## config.mk

```make
export PLATFORM = sky130hd
export DESIGN_NAME = board_irq_hub
export DESIGN_NICKNAME = d
export VERILOG_FILES = /design/src/rtl/hub_pkg.sv /design/src/rtl/irq_sync.sv /design/src/rtl/irq_pending.sv /design/src/rtl/sock_status.sv /design/src/rtl/board_irq_hub.sv
export SDC_FILE = /design/constraint.sdc
export NUM_CORES = 1
export LEC_CHECK = 0
export CAP_MARGIN = 20
export CORE_MARGIN = 2
export CORE_UTILIZATION = 30
export CTS_CLUSTER_SIZE = 14
export DETAILED_ROUTE_END_ITERATION = 6
export HOLD_SLACK_MARGIN = 0.1
export PLACE_DENSITY = 0.56
export SYNTH_ARGS = -nofsm -noshare
export SYNTH_HDL_FRONTEND = slang
export SYNTH_HIERARCHICAL = 1
export SYNTH_SLANG_ARGS = --single-unit
```

## constraint.sdc

```tcl
create_clock -name clk -period 7 [get_ports clk]
set_input_delay 1.05 -clock clk [delete_from_list [all_inputs] [get_ports clk]]
set_output_delay 1.05 -clock clk [all_outputs]
set_load 0.05 [all_outputs]
```

## src/rtl/hub_pkg.sv

```systemverilog
package hub_pkg;
    localparam int REG_W    = 32;
    localparam int ADDR_W   = 8;
    localparam int NUM_IRQ  = 16;
    localparam int GP_NUM   = 8;
    localparam int SOCK_NUM = 2;
    localparam int CTL_W    = 5;
    localparam int CD_BIT   = 5;
    localparam int RDY_BIT  = 10;

    localparam logic [REG_W-1:0] IRQ_WMASK = 32'h000F_EEFF;

    typedef enum logic [3:0] {
        SEL_LED_A   = 4'd0,
        SEL_LED_B   = 4'd1,
        SEL_LED_CTL = 4'd2,
        SEL_SWITCH  = 4'd3,
        SEL_MISC_A  = 4'd4,
        SEL_MISC_B  = 4'd5,
        SEL_MISC_C  = 4'd6,
        SEL_MISC_RD = 4'd7,
        SEL_ENABLE  = 4'd8,
        SEL_PENDING = 4'd9,
        SEL_SOCK0   = 4'd10,
        SEL_SOCK1   = 4'd11,
        SEL_NONE    = 4'd15
    } reg_sel_e;

    function automatic reg_sel_e decode_offset(input logic [ADDR_W-1:0] a);
        reg_sel_e s;
        unique case (a)
            8'h10:   s = SEL_LED_A;
            8'h14:   s = SEL_LED_B;
            8'h40:   s = SEL_LED_CTL;
            8'h60:   s = SEL_SWITCH;
            8'h80:   s = SEL_MISC_A;
            8'h84:   s = SEL_MISC_B;
            8'h88:   s = SEL_MISC_C;
            8'h90:   s = SEL_MISC_RD;
            8'hC0:   s = SEL_ENABLE;
            8'hD0:   s = SEL_PENDING;
            8'hE0:   s = SEL_SOCK0;
            8'hE4:   s = SEL_SOCK1;
            default: s = SEL_NONE;
        endcase
        return s;
    endfunction
endpackage

```

## src/rtl/irq_sync.sv

```systemverilog
module irq_sync #(
    parameter int W = 16
) (
    input  logic         clk,
    input  logic         rst_n,
    input  logic [W-1:0] async_in,
    output logic [W-1:0] sync_out
);
    logic [W-1:0] meta_q;

    always_ff @(posedge clk) begin
        if (!rst_n) begin
            meta_q   <= '0;
            sync_out <= '0;
        end else begin
            meta_q   <= async_in;
            sync_out <= meta_q;
        end
    end
endmodule

```

## src/rtl/irq_pending.sv

```systemverilog
module irq_pending
    import hub_pkg::*;
#(
    parameter int NIN = NUM_IRQ
) (
    input  logic             clk,
    input  logic             rst_n,
    input  logic [NIN-1:0]   lines,
    input  logic             wr_enable,
    input  logic             wr_pending,
    input  logic [REG_W-1:0] wdata,
    output logic [REG_W-1:0] enable_q,
    output logic [REG_W-1:0] pending_q,
    output logic             irq_out
);
    localparam int PAD = REG_W - NIN;

    logic [REG_W-1:0] lines_ext;
    assign lines_ext = {{PAD{1'b0}}, lines};

    always_ff @(posedge clk) begin
        if (!rst_n) begin
            enable_q  <= '0;
            pending_q <= '0;
        end else begin
            if (wr_enable) enable_q <= wdata & IRQ_WMASK;
            if (wr_pending) pending_q <= wdata & IRQ_WMASK;
            else            pending_q <= pending_q | (lines_ext & enable_q);
        end
    end

    assign irq_out = |(pending_q & enable_q);


    pend_sticky_chk: assert property (@(posedge clk) disable iff (!rst_n)
        !wr_pending |=> ((pending_q & $past(pending_q)) == $past(pending_q)));


    pend_enabled_only_chk: assert property (@(posedge clk) disable iff (!rst_n)
        !wr_pending |=> ((pending_q & ~$past(pending_q) & ~$past(enable_q)) == '0));


    pend_wmask_chk: assert property (@(posedge clk) disable iff (!rst_n)
        wr_pending |=> ((pending_q & ~IRQ_WMASK) == '0));


    pend_write_wins_chk: assert property (@(posedge clk) disable iff (!rst_n)
        wr_pending |=> (pending_q == ($past(wdata) & IRQ_WMASK)));
endmodule

```

## src/rtl/sock_status.sv

```systemverilog
module sock_status
    import hub_pkg::*;
(
    input  logic             clk,
    input  logic             rst_n,
    input  logic             detect_in,
    input  logic             wr_sock,
    input  logic [REG_W-1:0] wdata,
    output logic [REG_W-1:0] status
);
    logic [CTL_W-1:0] ctl_q;
    logic             absent_q;

    always_ff @(posedge clk) begin
        if (!rst_n) begin
            ctl_q    <= '0;
            absent_q <= 1'b1;
        end else begin
            absent_q <= ~detect_in;
            if (wr_sock) ctl_q <= wdata[CTL_W-1:0];
        end
    end

    always_comb begin
        status               = '0;
        status[RDY_BIT]      = 1'b1;
        status[CD_BIT]       = absent_q;
        status[CTL_W-1:0]    = ctl_q;
    end


    sock_ctl_hold_chk: assert property (@(posedge clk) disable iff (!rst_n)
        !wr_sock |=> $stable(ctl_q));


    sock_cd_fall_chk: assert property (@(posedge clk) disable iff (!rst_n)
        $fell(absent_q) |-> $past(detect_in));
endmodule

```

## src/rtl/board_irq_hub.sv

```systemverilog
module board_irq_hub
    import hub_pkg::*;
#(
    parameter int SOCK0_LINE = 9,
    parameter int SOCK1_LINE = 13
) (
    input  logic              clk,
    input  logic              rst_n,
    input  logic [NUM_IRQ-1:0] irq_in,
    input  logic              wr_en,
    input  logic              rd_en,
    input  logic [ADDR_W-1:0] addr,
    input  logic [REG_W-1:0]  wdata,
    output logic [REG_W-1:0]  rdata,
    output logic              irq_out
);
    localparam int SOCK_LINE [SOCK_NUM] = '{SOCK0_LINE, SOCK1_LINE};

    reg_sel_e           sel;
    logic [NUM_IRQ-1:0] lines;
    logic [REG_W-1:0]   gp_q     [GP_NUM];
    logic [REG_W-1:0]   sock_word[SOCK_NUM];
    logic [REG_W-1:0]   enable_q, pending_q;
    logic [REG_W-1:0]   rd_mux;

    assign sel = decode_offset(addr);

    irq_sync #(.W(NUM_IRQ)) u_sync (
        .clk(clk), .rst_n(rst_n), .async_in(irq_in), .sync_out(lines)
    );

    irq_pending #(.NIN(NUM_IRQ)) u_pend (
        .clk(clk), .rst_n(rst_n), .lines(lines),
        .wr_enable(wr_en && sel == SEL_ENABLE),
        .wr_pending(wr_en && sel == SEL_PENDING),
        .wdata(wdata), .enable_q(enable_q), .pending_q(pending_q),
        .irq_out(irq_out)
    );

    for (genvar s = 0; s < SOCK_NUM; s++) begin : g_sock
        sock_status u_sock (
            .clk(clk), .rst_n(rst_n),
            .detect_in(lines[SOCK_LINE[s]]),
            .wr_sock(wr_en && sel == reg_sel_e'(SEL_SOCK0 + s)),
            .wdata(wdata), .status(sock_word[s])
        );
    end

    for (genvar g = 0; g < GP_NUM; g++) begin : g_gp
        always_ff @(posedge clk) begin
            if (!rst_n)                               gp_q[g] <= '0;
            else if (wr_en && sel == reg_sel_e'(g))   gp_q[g] <= wdata;
        end
    end

    always_comb begin
        unique case (sel)
            SEL_LED_A, SEL_LED_B, SEL_LED_CTL, SEL_SWITCH,
            SEL_MISC_A, SEL_MISC_B, SEL_MISC_C, SEL_MISC_RD:
                rd_mux = gp_q[sel[2:0]];
            SEL_ENABLE:  rd_mux = enable_q;
            SEL_PENDING: rd_mux = pending_q;
            SEL_SOCK0:   rd_mux = sock_word[0];
            SEL_SOCK1:   rd_mux = sock_word[1];
            default:     rd_mux = '0;
        endcase
    end

    always_ff @(posedge clk) begin
        if (!rst_n)     rdata <= '0;
        else if (rd_en) rdata <= rd_mux;
    end


    rdata_hold_chk: assert property (@(posedge clk) disable iff (!rst_n)
        !rd_en |=> $stable(rdata));


    unmapped_read_chk: assert property (@(posedge clk) disable iff (!rst_n)
        (rd_en && sel == SEL_NONE) |=> (rdata == '0));


    irq_rise_chk: assert property (@(posedge clk) disable iff (!rst_n)
        $rose(irq_out) |-> ((pending_q & enable_q) != '0));
endmodule

```

# Word-level counts from Yosys, hierarchy flattened
# Memories as Yosys holds them, arrays and structs flattened.
# Cells that the tools add are included.
dict set report op_classes {
  eq_ne 23
  n_mux 36
  bitwise_logic 14
  n_reduce_logical 16
}
# cell n
set ops {}
lappend ops {{32-bit 2-to-1 mux} 8}
lappend ops {{32-bit case mux with 5 select lines} 1}
lappend ops {{8-bit equality test, second input constant} 8}
lappend ops {{4-bit case mux with 12 select lines} 1}
lappend ops {{32-bit by 20-bit AND with 32-bit output} 1}
lappend ops {{32-bit by 20-bit OR with 32-bit output} 1}
lappend ops {{32-bit OR reduction} 1}
lappend ops {{1-bit 2-to-1 mux} 25}
lappend ops {{16-bit by 20-bit AND with 20-bit output} 1}
lappend ops {{20-bit 2-to-1 mux} 1}
lappend ops {{4-bit by 3-bit equality test with 1-bit output, second input constant} 4}
lappend ops {{4-bit equality test, second input constant} 4}
lappend ops {{8-bit by 5-bit equality test with 1-bit output, second input constant} 2}
lappend ops {{8-bit by 7-bit equality test with 1-bit output, second input constant} 2}
lappend ops {{1-bit logical AND} 12}
lappend ops {{4-bit by 2-bit equality test with 1-bit output, second input constant} 2}
lappend ops {{1-bit OR} 8}
lappend ops {{8-bit OR reduction} 1}
lappend ops {{4-bit by 1-bit equality test with 1-bit output, second input constant} 1}
lappend ops {{4-bit zero test} 1}
lappend ops {{1-bit NOT} 3}
lappend ops {{2-bit OR reduction} 1}
dict set report word_totals {
  regBits 126
  ram_bits 256
  inputBits 60
  out_inout_bits 33
  elab_cells 100
  n_memories 1
}
# memory depth width read_ports rd_ports_with_merged_regs write_ports line
set mem_list {}
lappend mem_list {gp_q 8 32 1 0 8 board_irq_hub.sv:21} ;# logic [REG_W-1:0] gp_q [GP_NUM];

# Longest topological paths before layout
# Gate-level depths: netlist of the first run.
dict set report logic_depth {
  ltp_word 8
  depth_mapped 11
  depth_no_buf 8
}

# By module
# Netlist of the first run, hierarchy kept.
# module instances cells_each area_per_inst_um2 seq_area_each_um2
set modules_own_cells {}
lappend modules_own_cells {board_irq_hub 1 1269 14123.5 8328.0}
lappend modules_own_cells {irq_pending 1 171 1671.6 720.7}
lappend modules_own_cells {irq_sync 1 67 895.9 640.6}
lappend modules_own_cells {sock_status 2 47 426.7 120.1}

# Worst setup path before layout of the first run
# No wires, ideal clock.
dict set report synth_timing {
  path_type {input to register}
  from {input addr[2]}
  to {memory gp_q[3][0], enable pin}
  setup_time_ns 0.466
  arrival_time_ns 4.761
  t_required_ns 6.534
  slack_ns 1.773
  cell_stages 8
  n_path_buf 3
  path_cell_list {buf_2 buf_2 nor4_1 nand2_1 a21oi_1 nor2_1 clkbuf_1 o21ai_0}
}
# item line
set synth_rtl {}
lappend synth_rtl {{start, declared} board_irq_hub.sv:12} ;# input logic [ADDR_W-1:0] addr,
lappend synth_rtl {{end, declared} board_irq_hub.sv:21}

==> results of run 1 <==
-- metrics by stage --
| stage | instance area (um^2) | setup slack, ps | hold slack [ps] |
|---|---|---|---|
| 5_1_grt | 20150 | 1956 | 412.4 |
| 3_3_place_gp | 18810 | 1701 | 371.7 |
| 4_1_cts | 20140 | 2182 | 397.7 |
| 3_5_place_dp | 18830 | 1632 | 383.8 |
| 2_1_floorplan | 17720 | 1773 | 358.0 |
| 6_report | 20150 | 2163 | 401.7 |
-- layer usage --
metal  vias up  global-route usage, %  wire length [um]
met3        65                  2.963              2804
met5         -                      0                13
met1      5899                  20.79             21210
met4         2                  4.555              1008
li1       5605                      -                 -
met2       318                  28.04             24190
-- flip-flops by register name (all words and copies together) (netlist names) --
register,count
g_sock.u_sock/absent_q,2
g_sock.u_sock/ctl_q,10
gp_q,256
rdata,32
u_pend/enable_q,18
u_pend/pending_q,18
u_sync/meta_q,14
u_sync/sync_out,14
-- critical path: stages --
cell and delay, ps:
clkdlybuf4s50_1 750, or4b_1 710, o31ai_1 130, o211a_2 850, nand2_1 400, o21ai_4 700, buf_4 420
-- final cells by class --
class                   instances  area, um^2  share of cell area (%)
clock inverters                15       150.1                  0.7452
well taps                     765       957.2                   4.751
multi-input cells            1116        6884                   34.17
flip-flops and latches        364        9849                   48.89
clock buffers                  56        1159                   5.750
repair buffers                119        1126                   5.589
inverters                       6       22.52                  0.1118
-- where the power goes --
part           internal, mW  switching [mW]  total, mW
clock network          1.26           0.852       2.12
logic                0.0900           0.182      0.272
registers              2.38          0.0229       2.41
total                  3.74            1.06       4.79
-- final timing paths --
| check | start | to | slack [ps] | cells past startpoint |
|---|---|---|---|---|
| setup / recovery | addr[7] | gp_q[1][28]$_SDFFCE_PN0P_ | 2160 | 7 |
| hold / removal | u_sync/sync_out[13]$_SDFF_PN0_ | g_sock[1].u_sock/absent_q$_SDFF_PN1_ | 400 | 1 |
| setup reg to reg | u_pend/enable_q[7]$_SDFFE_PN0P_ | rdata[7]$_SDFFE_PN0P_ | 5510 | 7 |
| hold reg to reg | u_sync/sync_out[13]$_SDFF_PN0_ | g_sock[1].u_sock/absent_q$_SDFF_PN1_ | 400 | 1 |
==> out/results.ini, run 1 <==
[status]
status = finished, final reports clean

[sta]
setup_viol = 0
tightest_slew_ps = 1047
slew-limit-headroom_pct = 30.07
fin_tns_setup_ps = 0
fin_crit_ps = 4837
fin_skew_ps = 12.81
fmax_mhz = 206.7
rsz0062_at_grt = false
drv_slew = 0
hold_viol_final = 0
post-route-period-util_pct = 69.10

[logic_synthesis]
synth_area_per_cell_um2 = 10.94
ys_warn_count = 6
syn_inst = 1593
synth_area_mm2 = 0.01743

[grt]
grt_pass1_vias = 11720
antenna_found_initial = 1
grt_start_max_net_pins = 77
grt_usage_pct = 16.27
grt_pass1_wl_um = 73830
overflow = 0

[cts]
hold_buffers = 0
clock-sinks = 364
cts_tree = built
cts_resized = 0
cts_root_buf = clkbuf_16
clk_latency_ps = 540
htreeDepth = 2
clock_path_buffers = 3
cts.clk_slew.worst_paths_ps = 60
numCtsBuffers = 39
post-cts-setup-buffers = 0

[drt]
vias_per_cell = 4.871
dr.pass1.iters = 5
drt_iter0_drc = 851
ant_nets = 0
drc = 0
drt_wl_total_um = 49230
vias = 11890
wl_per_cell_um = 20.17

[worst_setup_path]
path_max_fanout = 33
required_ps = 7210
critPathLaunchType = input port
worstSetupPathType = in -> reg
crit_path_end_kind = register
cp.arrival_ps = 5040

[floorplan]
core.rowCount = 88
die-area_mm2 = 0.06006
core_area_mm2 = 0.05759
start_util_pct = 30.28
die_h_um = 245.1
pin_count = 93
die_w_um = 245.1

[layout]
nNetsFinal = 1706
final_common_cell = and2_1
mostFrequentLayoutCells = 257 x and2_1, 256 x edfxtp_1, 112 x nor2_1, 108 x nand2_1, 108 x dfxtp_1
fillerInstances = 5639
syn2layout_area_growth_pct = 15.57
layout.cells.non_filler = 2441
num_antenna_cells = 0
fin_util_pct = 34.99
drive_gt1_share_pct = 9.785

[placement]
hpwlAfterDp_um = 30270
placed_cells = 2369
gp_congestion = 0.7923
port_buffers = 90

[power]
p_leak_nw = 7.220
cellPowerDensity_mw_per_mm2 = 237.9
p_total_mw = 4.793
peakVddDrop_uv = 160.1

[job]
maxCapViolCount = 0

[hold_path]
worstHoldPathType = reg -> reg

Power figures use the tool's default switching activity.
==> run 2, diff against run 1 <==
==> constraint.sdc (replaced) <==
create_clock -name clk -period 4.8 [get_ports clk]
set_input_delay 0.72 -clock clk [delete_from_list [all_inputs] [get_ports clk]]
set_output_delay 0.72 -clock clk [all_outputs]
set_load 0.05 [all_outputs]
==> run 2 against run 1 <==
  * Clock skew is 4.2 ps lower
  * Combinational power is 49% higher
  * Critical endpoint is now gp_q[4][10]$_SDFFCE_PN0P_
  * Core utilization is 0.37 points higher
  * Critical path type unchanged
  * Cell count is 0.78% higher
  * Critical path depth is 1 higher
  * Register-to-register slack worse by 2200 ps
  * Non-clock buffer count is 18 higher
  * Final area is 1.1% higher
  * Worst hold slack worse by 16 ps
  * Flip-flop and latch count stayed put
  * Count of clock-buffer cells in the layout is 9 higher
  * Total power is 44% higher
==> out/results.ini, run 2 (same netlist as run 1, synthesis figures left out) <==
[status]
status = finished, final reports clean  ; unchanged

[cts]
numCtsBuffers = 39  ; unchanged
cts_root_buf = clkbuf_16  ; unchanged
cts_tree = built  ; unchanged
hold_buffers = 0  ; unchanged
clock_path_buffers = 3  ; unchanged
clock-sinks = 364  ; unchanged
clk_latency_ps = 530  ; was 540 ps
cts_resized = 0  ; unchanged
post-cts-setup-buffers = 0  ; unchanged
htreeDepth = 2  ; unchanged
cts.clk_slew.worst_paths_ps = 60  ; about the same

[worst_setup_path]
cp_slowest_cell = clkdlybuf4s50_1  ; was o211a_2
cp-startpoint = addr[7]  ; unchanged
r2r.worst_path.cells = 7  ; unchanged
cp_top_family = buffers and inverters  ; was compound AO/OA/AOI/OAI gates
r2r_slack_ps = 3300  ; was 5510 ps
path_max_fanout = 32  ; was 33
critPathLaunchType = input port  ; unchanged
crit_chain = clkdlybuf4s50_1, xor2_1, o22ai_1, nor2_2, buf_4, nand2_1, o21ai_4, buf_12  ; was clkdlybuf4s50_1, or4b_1, o31ai_1, o211a_2, nand2_1, o21ai_4, buf_4
path_buf_inv = 3  ; was 2
crit_path_end_kind = register  ; unchanged
required_ps = 5020  ; was 7210 ps
crit_path_max_incr_delay_ps = 890  ; was 850 ps
reg2reg_to = rdata[7]$_SDFFE_PN0P_  ; unchanged
cp.arrival_ps = 3990  ; was 5040 ps
rr_startpoint = u_pend/enable_q[7]$_SDFFE_PN0P_  ; unchanged
worstSetupPathType = in -> reg  ; unchanged

[sta]
tightest_slew_ps = 1027  ; was 1047 ps
setup_viol = 0  ; unchanged
rsz0062_at_grt = false  ; unchanged
slew-limit-headroom_pct = 31.49  ; was 30.07%
post-route-period-util_pct = 78.43
drv_slew = 0  ; unchanged
fin_crit_ps = 3764
fmax_mhz = 265.6
hold_viol_final = 0  ; unchanged
fin_tns_setup_ps = 0  ; unchanged
fin_skew_ps = 8.588  ; was 12.81 ps

[floorplan]
core_area_mm2 = 0.05759  ; unchanged
pin_count = 93  ; unchanged
die_w_um = 245.1  ; unchanged
start_util_pct = 30.28  ; unchanged
die_h_um = 245.1  ; unchanged
die-area_mm2 = 0.06006  ; unchanged
core.rowCount = 88  ; unchanged

[grt]
grt_usage_pct = 16.38  ; was 16.27%
antenna_found_initial = 0  ; was 1
grt_pass1_wl_um = 74450  ; was 73,830 um
grt_start_max_net_pins = 75  ; was 77
overflow = 0  ; unchanged
grt_pass1_vias = 11860  ; was 11,720

[power]
p_leak_nw = 7.309  ; was 7.220 nW
peakVddDrop_uv = 220.2  ; was 160.1 uV
power_frac_comb_pct = 5.9  ; was 5.7%
p_clk_share_pct = 43.3  ; was 44.1%
p_total_mw = 6.905  ; was 4.793 mW
p_seq_share_pct = 50.8  ; was 50.2%
cellPowerDensity_mw_per_mm2 = 339.1  ; was 237.9 mW/mm^2
cell_internal_pwr_mw = 5.387  ; was 3.737 mW
power.switching_mw = 1.518  ; was 1.056 mW
netSwitchingFraction_pct = 21.99  ; was 22.03%

[drt]
drc = 0  ; unchanged
vias_per_cell = 4.830  ; was 4.871
dr.pass1.iters = 5  ; unchanged
vias = 11880  ; was 11,890
drt_iter0_drc = 816  ; was 851
drt_wl_total_um = 49370  ; was 49,230 um
wl_per_cell_um = 20.07  ; was 20.17 um
ant_nets = 0  ; unchanged

[layout]
largest_register_ff_count = 256  ; unchanged
regMostFlops = gp_q  ; unchanged
drive_gt1_share_pct = 10.15  ; was 9.785%
final_common_cell = and2_1  ; unchanged
top_regs = gp_q (256), rdata (32)  ; unchanged
nNetsFinal = 1724  ; was 1,706
syn2layout_area_growth_pct = 16.79  ; was 15.57%
mostFrequentLayoutCells = 257 x and2_1, 256 x edfxtp_1, 112 x nor2_1, 108 x nand2_1, 108 x dfxtp_1  ; unchanged

[job]
maxCapViolCount = 0  ; unchanged

[hold_path]
worstHoldPathType = reg -> reg  ; unchanged
hold_path_depth = 1  ; unchanged
min_from = u_sync/sync_out[9]$_SDFF_PN0_  ; was u_sync/sync_out[13]$_SDFF_PN0_
min_delay_worst_endpoint = g_sock[0].u_sock/absent_q$_SDFF_PN1_  ; was g_sock[1].u_sock/absent_q$_SDFF_PN1_

[placement]
port_buffers = 90  ; unchanged
hpwlAfterDp_um = 31800  ; was 30,270 um
gp_congestion = 0.8329  ; was 0.7923

[run 2: cell types whose count changed in the layout (fill, tap and decap cells not counted)]
cell / before / now
clkinv_2: 10 / 4
nor2_4: 7 / 3
clkbuf_8: 5 / 3
buf_4: 26 / 33
clkbuf_1: 7 / 18
buf_12: 2 / 14
inv_4: 1 / 0
bufinv_16: 3 / 2
clkbuf_2: 2 / 1
diode_2: 0 / 1
clkinv_1: 1 / 0
nor2_2: 4 / 8
[run 2: layout make-up]
cell class / count / area (um^2)
inverters: 6 / 22.52
well taps: 765 / 957.2
clock buffers: 65 / 1172
diodes: 1 / 2.502
fillers: 5595 / 37220
repair buffers: 137 / 1414
multi-input cells: 1116 / 6864
flip-flops and latches: 364 / 9849
clock inverters: 6 / 80.08
[run 2: worst register-to-register path, cell delays in order (launching register included)]
cell and delay (ps):
dfxtp_1 350, mux2i_1 140, nor2_1 50, a21oi_1 180, nor2_1 90, a221oi_1 300
nand3b_1 110, a21o_1 180
[run 2: power groups by stage]
stage | registers (mW) | logic (mW) | clock network (mW)
detailed placement | 3.58 | 0.408 | 0
finish | 3.51 | 0.406 | 2.99
global route | 3.52 | 0.444 | 3.16
global placement | 3.57 | 0.405 | 0
floorplan | 3.58 | 0.254 | 0
CTS | 3.51 | 0.410 | 3.03
[run 2: through the flow]
| stage | worst slack [ps] | instances | utilization [%] | area [um^2] | hold WS [ps] |
|---|---|---|---|---|---|
| 2_1_floorplan | -97.11 | 1668 | - | 17720 | 358.0 |
| 3_3_place_gp | 637.8 | 2388 | 33.18 | 19110 | 379.8 |
| 3_5_place_dp | 571.7 | 2388 | 33.18 | 19110 | 381.9 |
| 4_1_cts | 1105 | 2459 | 35.36 | 20360 | 392.3 |
| 5_1_grt | 860.1 | 2459 | 35.36 | 20360 | 415.2 |
| 6_report | 1036 | 2460 | 35.36 | 20360 | 385.7 |
[run 2: routing by layer]
metal  vias up  GRT usage, %  routed length [um]
li1       5641             -                   -
met1      5890         21.63               22110
met2       292         28.28               23960
met3        59         2.187                2384
met4         0         3.999                 913
met5         -             0                   0
[run 2: worst max-delay path by stage]
stage | end | depth (start not counted)
2_1_floorplan | gp_q[3][0]$_SDFFCE_PN0P_ | 8
3_3_place_gp | gp_q[4][5]$_SDFFCE_PN0P_ | 8
3_5_place_dp | gp_q[4][5]$_SDFFCE_PN0P_ | 7
4_1_cts | gp_q[4][11]$_SDFFCE_PN0P_ | 8
5_1_grt | gp_q[4][17]$_SDFFCE_PN0P_ | 9
6_report | gp_q[4][10]$_SDFFCE_PN0P_ | 8
==> run 3, diff against run 2 <==
==> constraint.sdc (replaced) <==
create_clock -name clk -period 3.6 [get_ports clk]
set_input_delay 0.54 -clock clk [delete_from_list [all_inputs] [get_ports clk]]
set_output_delay 0.54 -clock clk [all_outputs]
set_load 0.05 [all_outputs]
==> run 3 against run 2 <==
  * Register-to-register slack got worse by 1200 ps
  * Non-clock buffer count rose by 29
  * Total power rose by 35%
  * Clock skew rose by 7.1 ps
  * Sequential power rose by 33%
  * Global-route usage rose by 0.25 points
  * Routed wire length rose by 2.0%
  * Worst hold slack got worse by 18 ps
  * Largest power group unchanged
  * Highest routed layer is now met5
==> out/results.ini, run 3 (same netlist as run 1, synthesis figures left out) <==
[status]
status = finished, final reports clean  ; unchanged

[cts]
htreeDepth = 2  ; unchanged
cts_resized = 0  ; unchanged
clock_path_buffers = 3  ; unchanged
hold_buffers = 0  ; unchanged
post-cts-setup-buffers = 0  ; unchanged
clk_latency_ps = 540  ; was 530 ps
clock-sinks = 364  ; unchanged
cts_tree = built  ; unchanged
numCtsBuffers = 41  ; was 39
cts.clk_slew.worst_paths_ps = 60  ; about the same
cts_root_buf = clkbuf_16  ; unchanged

[worst_setup_path]
crit_chain = clkdlybuf4s50_1, or3b_4, nor3_1, o21ai_1, a21oi_1, nor2_2, buf_12, nor2_4, and2_1  ; was clkdlybuf4s50_1, xor2_1, o22ai_1, nor2_2, buf_4, nand2_1, o21ai_4, buf_12
required_ps = 4000  ; was 5020 ps
path_max_fanout = 32  ; unchanged
cp.arrival_ps = 3350  ; was 3990 ps
path_buf_inv = 2  ; was 3
critPathLaunchType = input port  ; unchanged
cp_top_family = simple AND/OR/NAND/NOR gates  ; was buffers and inverters
crit_path_max_incr_delay_ps = 770  ; was 890 ps
worstSetupPathType = in -> reg  ; unchanged
crit_path_end_kind = register  ; unchanged
cp_slowest_cell = nor2_4  ; was clkdlybuf4s50_1

[drt]
ant_nets = 0  ; unchanged
drt_wl_total_um = 50360  ; was 49,370 um
vias_per_cell = 4.886  ; was 4.830
vias = 12180  ; was 11,880
wl_per_cell_um = 20.20  ; was 20.07 um
drt_iter0_drc = 948  ; was 816
dr.pass1.iters = 5  ; unchanged
drc = 0  ; unchanged

[sta]
rsz0062_at_grt = false  ; unchanged
fin_tns_setup_ps = 0  ; unchanged
hold_viol_final = 0  ; unchanged
slew-limit-headroom_pct = 34.57  ; was 31.49%
drv_slew = 0  ; unchanged
fmax_mhz = 339.3
fin_crit_ps = 2947
setup_viol = 0  ; unchanged
tightest_slew_ps = 979.1  ; was 1027 ps
timing.final.ws_setup_ps = 652.9  ; was 1036 ps
post-route-period-util_pct = 81.86
fin_skew_ps = 15.68  ; was 8.588 ps

[layout]
regArea_mm2 = 0.009849  ; unchanged
fillerInstances = 5615  ; was 5,595
fin_util_pct = 35.92  ; was 35.36%
drive_gt1_share_pct = 11.86  ; was 10.15%
nNetsFinal = 1755  ; was 1,724
final_common_cell = and2_1  ; unchanged
regMostFlops = gp_q  ; unchanged
num_antenna_cells = 0  ; was 1
multi_input_comb_area_mm2 = 0.006864  ; unchanged
mostFrequentLayoutCells = 257 x and2_1, 256 x edfxtp_1, 112 x nor2_1, 108 x nand2_1, 108 x dfxtp_1  ; unchanged
syn2layout_area_growth_pct = 18.65  ; was 16.79%
largest_register_ff_count = 256  ; unchanged
top_regs = gp_q (256), rdata (32)  ; unchanged

[floorplan]
core.rowCount = 88  ; unchanged
pin_count = 93  ; unchanged
die_h_um = 245.1  ; unchanged
die-area_mm2 = 0.06006  ; unchanged
start_util_pct = 30.28  ; unchanged
core_area_mm2 = 0.05759  ; unchanged
die_w_um = 245.1  ; unchanged

[grt]
grt_pass1_wl_um = 75580  ; was 74,450 um
grt_use_met2_pct = 28.19  ; was 28.28%
use_met3_pct = 2.985  ; was 2.187%
grt_pass1_vias = 12100  ; was 11,860
grt_busiest_layer = met2  ; unchanged
antenna_found_initial = 1  ; was 0
grt_start_max_net_pins = 73  ; was 75
use_met1_pct = 21.53  ; was 21.63%
overflow = 0  ; unchanged
grt_usage_pct = 16.63  ; was 16.38%

[placement]
hpwlAfterDp_um = 32090  ; was 31,800 um
pre_cts_ws_ps = 74.63  ; was 571.7 ps
port_buffers = 90  ; unchanged
gp_congestion = 0.7925  ; was 0.8329

[hold_path]
worstHoldPathType = in -> reg  ; was reg -> reg

[power]
p_total_mw = 9.341  ; was 6.905 mW
peakVddDrop_uv = 308.4  ; was 220.2 uV
p_leak_nw = 7.501  ; was 7.309 nW
cellPowerDensity_mw_per_mm2 = 451.5  ; was 339.1 mW/mm^2

[job]
maxCapViolCount = 0  ; unchanged

[run 3: final timing paths]
| path | startpoint | endpoint | slack (ps) | cells after the start |
|---|---|---|---|---|
| min reg2reg | u_sync/sync_out[9]$_SDFF_PN0_ | g_sock[0].u_sock/absent_q$_SDFF_PN1_ | 380 | 1 |
| min | rst_n | g_sock[0].u_sock/ctl_q[0]$_SDFFE_PN0P_ | 370 | 2 |
| max reg2reg | u_pend/enable_q[15]$_SDFFE_PN0P_ | rdata[15]$_SDFFE_PN0P_ | 2120 | 7 |
| max | addr[1] | gp_q[7][28]$_SDFFCE_PN0P_ | 650 | 9 |
[run 3: cell type report]
class                           instances  area share [%]
Sequential cell                       364           47.61
Multi-Input combinational cell       1116           33.18
Inverter                                6          0.1089
Clock buffer                           63           5.710
Tap cell                              765           4.627
Clock inverter                         13          0.6290
Timing Repair Buffer                  166           8.129
[run 3: per-stage QoR]
step	hold WS, ps	cells	area [um^2]
finish	367.7	2493	20690
global route	375.0	2493	20690
CTS	351.8	2493	20690
detailed placement	379.2	2417	19370
global placement	377.4	2417	19370
floorplan	358.0	1668	17730
[run 3: report_power, final]
part           internal (mW)  switching, mW  total [mW]
clock                   2.42           1.67        4.09
combinational          0.203          0.366       0.569
sequential              4.63         0.0452        4.68
total                   7.25           2.09        9.34
[run 3: per-layer routing]
layer	routed length [um]	part of all wire [%]	vias to the layer above
met5	13	0.026	-
met4	1184	2.4	2
met3	2565	5.1	64
met2	24380	48	278
met1	22220	44	6125
li1	-	-	5713
[run 3: worst reg2reg max path, delay by kind of cell, from the launching register on]
family / cells / cell delay, ps
simple gates: 3 / 260
flops: 1 / 340
compound gates: 3 / 620
mux: 1 / 140
